### src/rtl/pwr_req_ctl.sv
module pwr_req_ctl #(
  parameter int LONG_MS = 5000,
  parameter int OFF_MS  = 20
) (
  input  logic       clk,
  input  logic       rst_n,
  input  logic       tick_ms,
  input  logic       wr_en,
  input  logic [2:0] wr_data,
  input  logic       btn_n,
  output logic       pwr_req
);
  localparam int CW = $clog2(LONG_MS + 1);
  localparam logic [CW-1:0] LIM_L = CW'(LONG_MS);
  localparam logic [CW-1:0] LIM_W = CW'(OFF_MS - 1);

  typedef enum logic [1:0] {S_ON, S_WIN, S_REL, S_ARM} st_t;

  st_t st, st_n;
  logic [CW-1:0] cnt, cnt_n;
  logic sync1, sync2;
  logic dumb_q, toff_q, glitch_q;
  logic pressed;

  assign pressed = ~sync2;
  assign pwr_req = (st == S_ON);

  always_comb begin
    st_n  = st;
    cnt_n = cnt;
    case (st)
      S_ON: begin
        if (dumb_q && toff_q) begin
          st_n  = S_WIN;
          cnt_n = '0;
        end else if (!pressed) begin
          cnt_n = '0;
        end else if (tick_ms) begin
          if (cnt == LIM_L) begin
            if (!glitch_q) begin
              st_n  = S_REL;
              cnt_n = '0;
            end
          end else begin
            cnt_n = cnt + 1'b1;
          end
        end
      end
      S_WIN: begin
        if (pressed) begin
          st_n  = S_REL;
          cnt_n = '0;
        end else if (tick_ms) begin
          if (cnt == LIM_W) begin
            st_n  = S_ON;
            cnt_n = '0;
          end else begin
            cnt_n = cnt + 1'b1;
          end
        end
      end
      S_REL: if (!pressed) st_n = S_ARM;
      default: if (pressed) begin
        st_n  = S_ON;
        cnt_n = '0;
      end
    endcase
  end

  always_ff @(posedge clk or negedge rst_n) begin
    if (!rst_n) begin
      st       <= S_ON;
      cnt      <= '0;
      sync1    <= 1'b1;
      sync2    <= 1'b1;
      dumb_q   <= 1'b0;
      toff_q   <= 1'b0;
      glitch_q <= 1'b1;
    end else begin
      st    <= st_n;
      cnt   <= cnt_n;
      sync1 <= btn_n;
      sync2 <= sync1;
      if (wr_en) begin
        dumb_q <= wr_data[0];
        toff_q <= wr_data[0] & wr_data[1];
        if (wr_data[2]) glitch_q <= 1'b0;
      end else if (st == S_ON && st_n != S_ON) begin
        toff_q <= 1'b0;
      end
    end
  end
endmodule

### config.mk
export PLATFORM = sky130hd
export DESIGN_NAME = pwr_req_ctl
export DESIGN_NICKNAME = d
export VERILOG_FILES = /design/src/rtl/pwr_req_ctl.sv
export SDC_FILE = /design/constraint.sdc
export NUM_CORES = 1
export LEC_CHECK = 0
export BUFFER_PORTS_ARGS = -buffer_cell sky130_fd_sc_hd__buf_2
export CAP_MARGIN = 5
export CORE_ASPECT_RATIO = 1.25
export CORE_UTILIZATION = 55
export CTS_CLUSTER_DIAMETER = 150
export DETAILED_ROUTE_END_ITERATION = 10
export PLACE_DENSITY_LB_ADDON = 0.25
export SYNTH_ARGS = -nofsm -noshare
export SYNTH_HDL_FRONTEND = slang
export SYNTH_SLANG_ARGS = --single-unit
export TNS_END_PERCENT = 10
### constraint.sdc
create_clock -name clk -period 6.55 [get_ports clk]
set_input_delay 0.3275 -clock clk [delete_from_list [all_inputs] [get_ports clk]]
set_output_delay 0.3275 -clock clk [all_outputs]
set_load 0.1 [all_outputs]
==> key figures <==
Status
  • Status: finished, final reports clean

Setup path
  • Crit Path Max Fanout: 13
  • CP arrival: 2.82 ns
  • CP Launch Type: flop
  • Worst setup EP type: flop
  • CP required: 6.81 ns
  • Critical-path top delay cell: nor2_1
  • Path type of the worst setup path: reg2reg
  • Critical path buffers and inverters: 0
  • Cell chain of the critical path: or4_4 -> nor4_4 -> a21oi_2 -> nor2_1 -> a221o_1
  • Largest stage delay on the critical path: 0.70 ns
  • CP top delay family: simple AND/OR/NAND/NOR gates
  • R2R Setup Slk: 3.99 ns

Drt
  • Wire per inst: 16.3 µm
  • Drt first pass iters: 4
  • Number of vias in the routed layout: 948
  • DR vias/cell: 6.58
  • ANT nets after route: 0
  • Routed Wire Length: 2340 µm
  • Drt drc: 0
  • DR iter-0 viols: 29

Global routing
  • GRT overflow: 0
  • GRT Overall Usage: 22.8%
  • Vias in the first global route: 878
  • Initial antenna violation count: 0
  • First-pass GRT wire length: 3820 µm
  • Largest net degree at the start of global routing: 21

STA
  • Clk_skew: 0.00343 ns
  • Final Setup Violations: 0
  • Final Max Tran Viols: 0
  • Fmax: 391 MHz
  • Fin. Hold Viols: 0
  • Tmin final: 2.56 ns
  • Relative slew slack: 39.5%
  • RSZ-0062 raised after global routing: no
  • Setup Total Neg Slack: 0 ns
  • Least-Margin Pin Slew: 0.904 ns
  • Final worst setup slack: 3.99 ns
  • Period utilization: 39.1%

Finish
  • Antenna Cells: 0
  • Syn-to-layout area delta: 7.82%
  • Nets@finish: 135
  • Share of cells above drive strength 1: 21.8%

Logic synthesis
  • Synth Area in Simple Gates: 30.4%
  • Syn nets: 126
  • YS warnings: 0
  • Cells after synthesis: 116
  • Number of synthesized flops with an enable pin: 0
  • Mux cell area share after synthesis: 1.93%
  • Synth top area share: 36.4%
  • Synth Area in Adders: 2.14%
  • Synth Register Bits: 20
  • Mean post-synth cell area: 10.1 µm²
  • Most common flop cell mapped by yosys: dfrtp_1
  • Synth Area in XOR/XNOR: 0%
  • Largest family of logic cells by synthesized area: simple AND/OR/NAND/NOR gates
  • Fraction of registers with async set/reset: 100%
  • Yosys top cell by area: dfrtp_1
  • Synth Area in Compound Gates: 17.3%
  • Synthesized area: 1170 µm²
  • Number of library cell types mapped by synthesis: 37
  • Sequential area share after synthesis: 43.1%
  • Synth top area cells: dfrtp_1, a221o_1, dfstp_2, and3_1, nor2_1

Die
  • Die W: 43.2 µm
  • Die area: 2310 µm²
  • Core area: 1980 µm²
  • Initial Util: 59.0%
  • Site Rows: 18
  • Die Y: 53.5 µm
  • I/O Pins: 9

Clock tree
  • H-tree Lvls: 1
  • Num CTS Buffers: 3
  • Post-CTS sizing: 0
  • Root Driver: clkbuf_4
  • Worst-path clk slew: 0.12 ns
  • CTS Buffer Depth: 2
  • CTS tree: done
  • Worst-skew pair later-pin latency: 0.31 ns
  • # clock sinks: 20

Place
  • Routability cong.: 0.792
  • Port buffer count: 8
  • Worst slack at placement: 4.01 ns
  • HPWL reported at the end of detailed placement: 1600 µm

Job
  • Max_cap viols: 0

Worst hold path
  • Hold Path Class: in2reg

Pwr
  • P per Cell Area: 298 nW/µm²
  • Max rail drop VDD: 0.000150 V
  • Pleak: 0.603 nW
## where the power goes
group	switching [mW]	internal (mW)
clock	0.0409	0.0619
sequential	0.0144	0.137
combinational	0.0850	0.0370
total	0.140	0.236
## metal layers
metal / up-vias / GRT usage, % / routed length, µm
met5: - / 0 / 0
met4: 0 / 13.6 / 84
met2: 25 / 42.0 / 1190
li1: 457 / - / -
met1: 459 / 24.6 / 988
met3: 7 / 3.02 / 73
## cells in the final DEF (no fill, tap or decap), types with 2 or more instances in the layout
| master | synthesis | layout |
|---|---|---|
| dfrtp_1 | 17 | 17 |
| nand2_1 | 4 | 4 |
| ha_1 | 2 | 2 |
| nand3_1 | 10 | 10 |
| inv_1 | 6 | 6 |
| nor2_1 | 15 | 15 |
| mux2_2 | 2 | 2 |
| or2_2 | 2 | 2 |
| dfstp_2 | 3 | 3 |
| clkbuf_4 | 0 | 3 |
| nand4_1 | 3 | 3 |
| and3_1 | 11 | 11 |
| and4_1 | 2 | 2 |
| a221o_1 | 11 | 11 |
| a21oi_1 | 3 | 3 |
| buf_2 | 2 | 8 |
## kinds of logic (layout without fill, tap and decap cells)
family	count (synthesis)	after routing
compound gates	22	22
fa+ha+maj	2	2
buf+inv	11	19
flops	20	20
mux	2	2
simple gates	59	59
## metrics by stage
stage / power [mW] / hold WS (ns) / util (%) / instance area (µm²) / cells
floorplan: 0.254 / 0.0319 / - / 1170 / 116
global placement: 0.270 / 0.290 / 60.4 / 1200 / 139
detailed placement: 0.274 / 0.297 / 60.4 / 1200 / 139
CTS: 0.378 / 0.0894 / 63.6 / 1260 / 144
global route: 0.397 / 0.0715 / 63.6 / 1260 / 144
finish: 0.376 / 0.0974 / 63.6 / 1260 / 144
## Yosys cell counts (2+ instances only)
library cell and count:
nand3_1 10, dfstp_2 3, buf_6 2, a221o_1 11
nand4_1 3, dfrtp_1 17, and4_1 2, nor2_1 15
ha_1 2, nand2_1 4, mux2_2 2, buf_2 2
inv_1 6, a21oi_1 3, and3_1 11, or2_2 2
## flip-flops by register name, summed over array words and instances, names as in the netlist
name      count
cnt          13
dumb_q        1
glitch_q      1
st            2
sync1         1
sync2         1
toff_q        1
## worst reg2reg max path: cells and delay by family, from the launching register on
family           cells  cell delay [ns]
flip-flops           1             0.46
AND/OR/NAND/NOR      3             1.64
AO/OA/AOI/OAI        2             0.41
## cell type report
class / count / area [µm²]
Multi-Input combinational cell: 85 / 606
Clock buffer: 3 / 22.5
Fill cell: 175 / 722
Sequential cell: 20 / 504
Clock inverter: 1 / 30.0
Timing Repair Buffer: 9 / 50.0
Inverter: 6 / 22.5
Tap cell: 20 / 25.0
## worst paths after layout
path / end / start / depth (start not counted)
setup / recovery: cnt[11]$_DFFE_PN0P_ / cnt[2]$_DFFE_PN0P_ / 5
hold / removal: sync1$_DFF_PN1_ / btn_n / 1
setup reg to reg: cnt[11]$_DFFE_PN0P_ / cnt[2]$_DFFE_PN0P_ / 5
hold reg to reg: sync2$_DFF_PN1_ / sync1$_DFF_PN1_ / 0
max in group asynchronous: glitch_q$_DFFE_PN1P_ / rst_n / 2
min in group asynchronous: cnt[1]$_DFFE_PN0P_ / rst_n / 2
## what timing repair did
item | CTS | global route
hold buffers | 1 | 0
endpoints found under the hold margin | 17 | 0
setup endpoints to repair | 0 | 0
setup buffers | 0 | 0
Note: power is estimated with default switching activity, not from simulation.
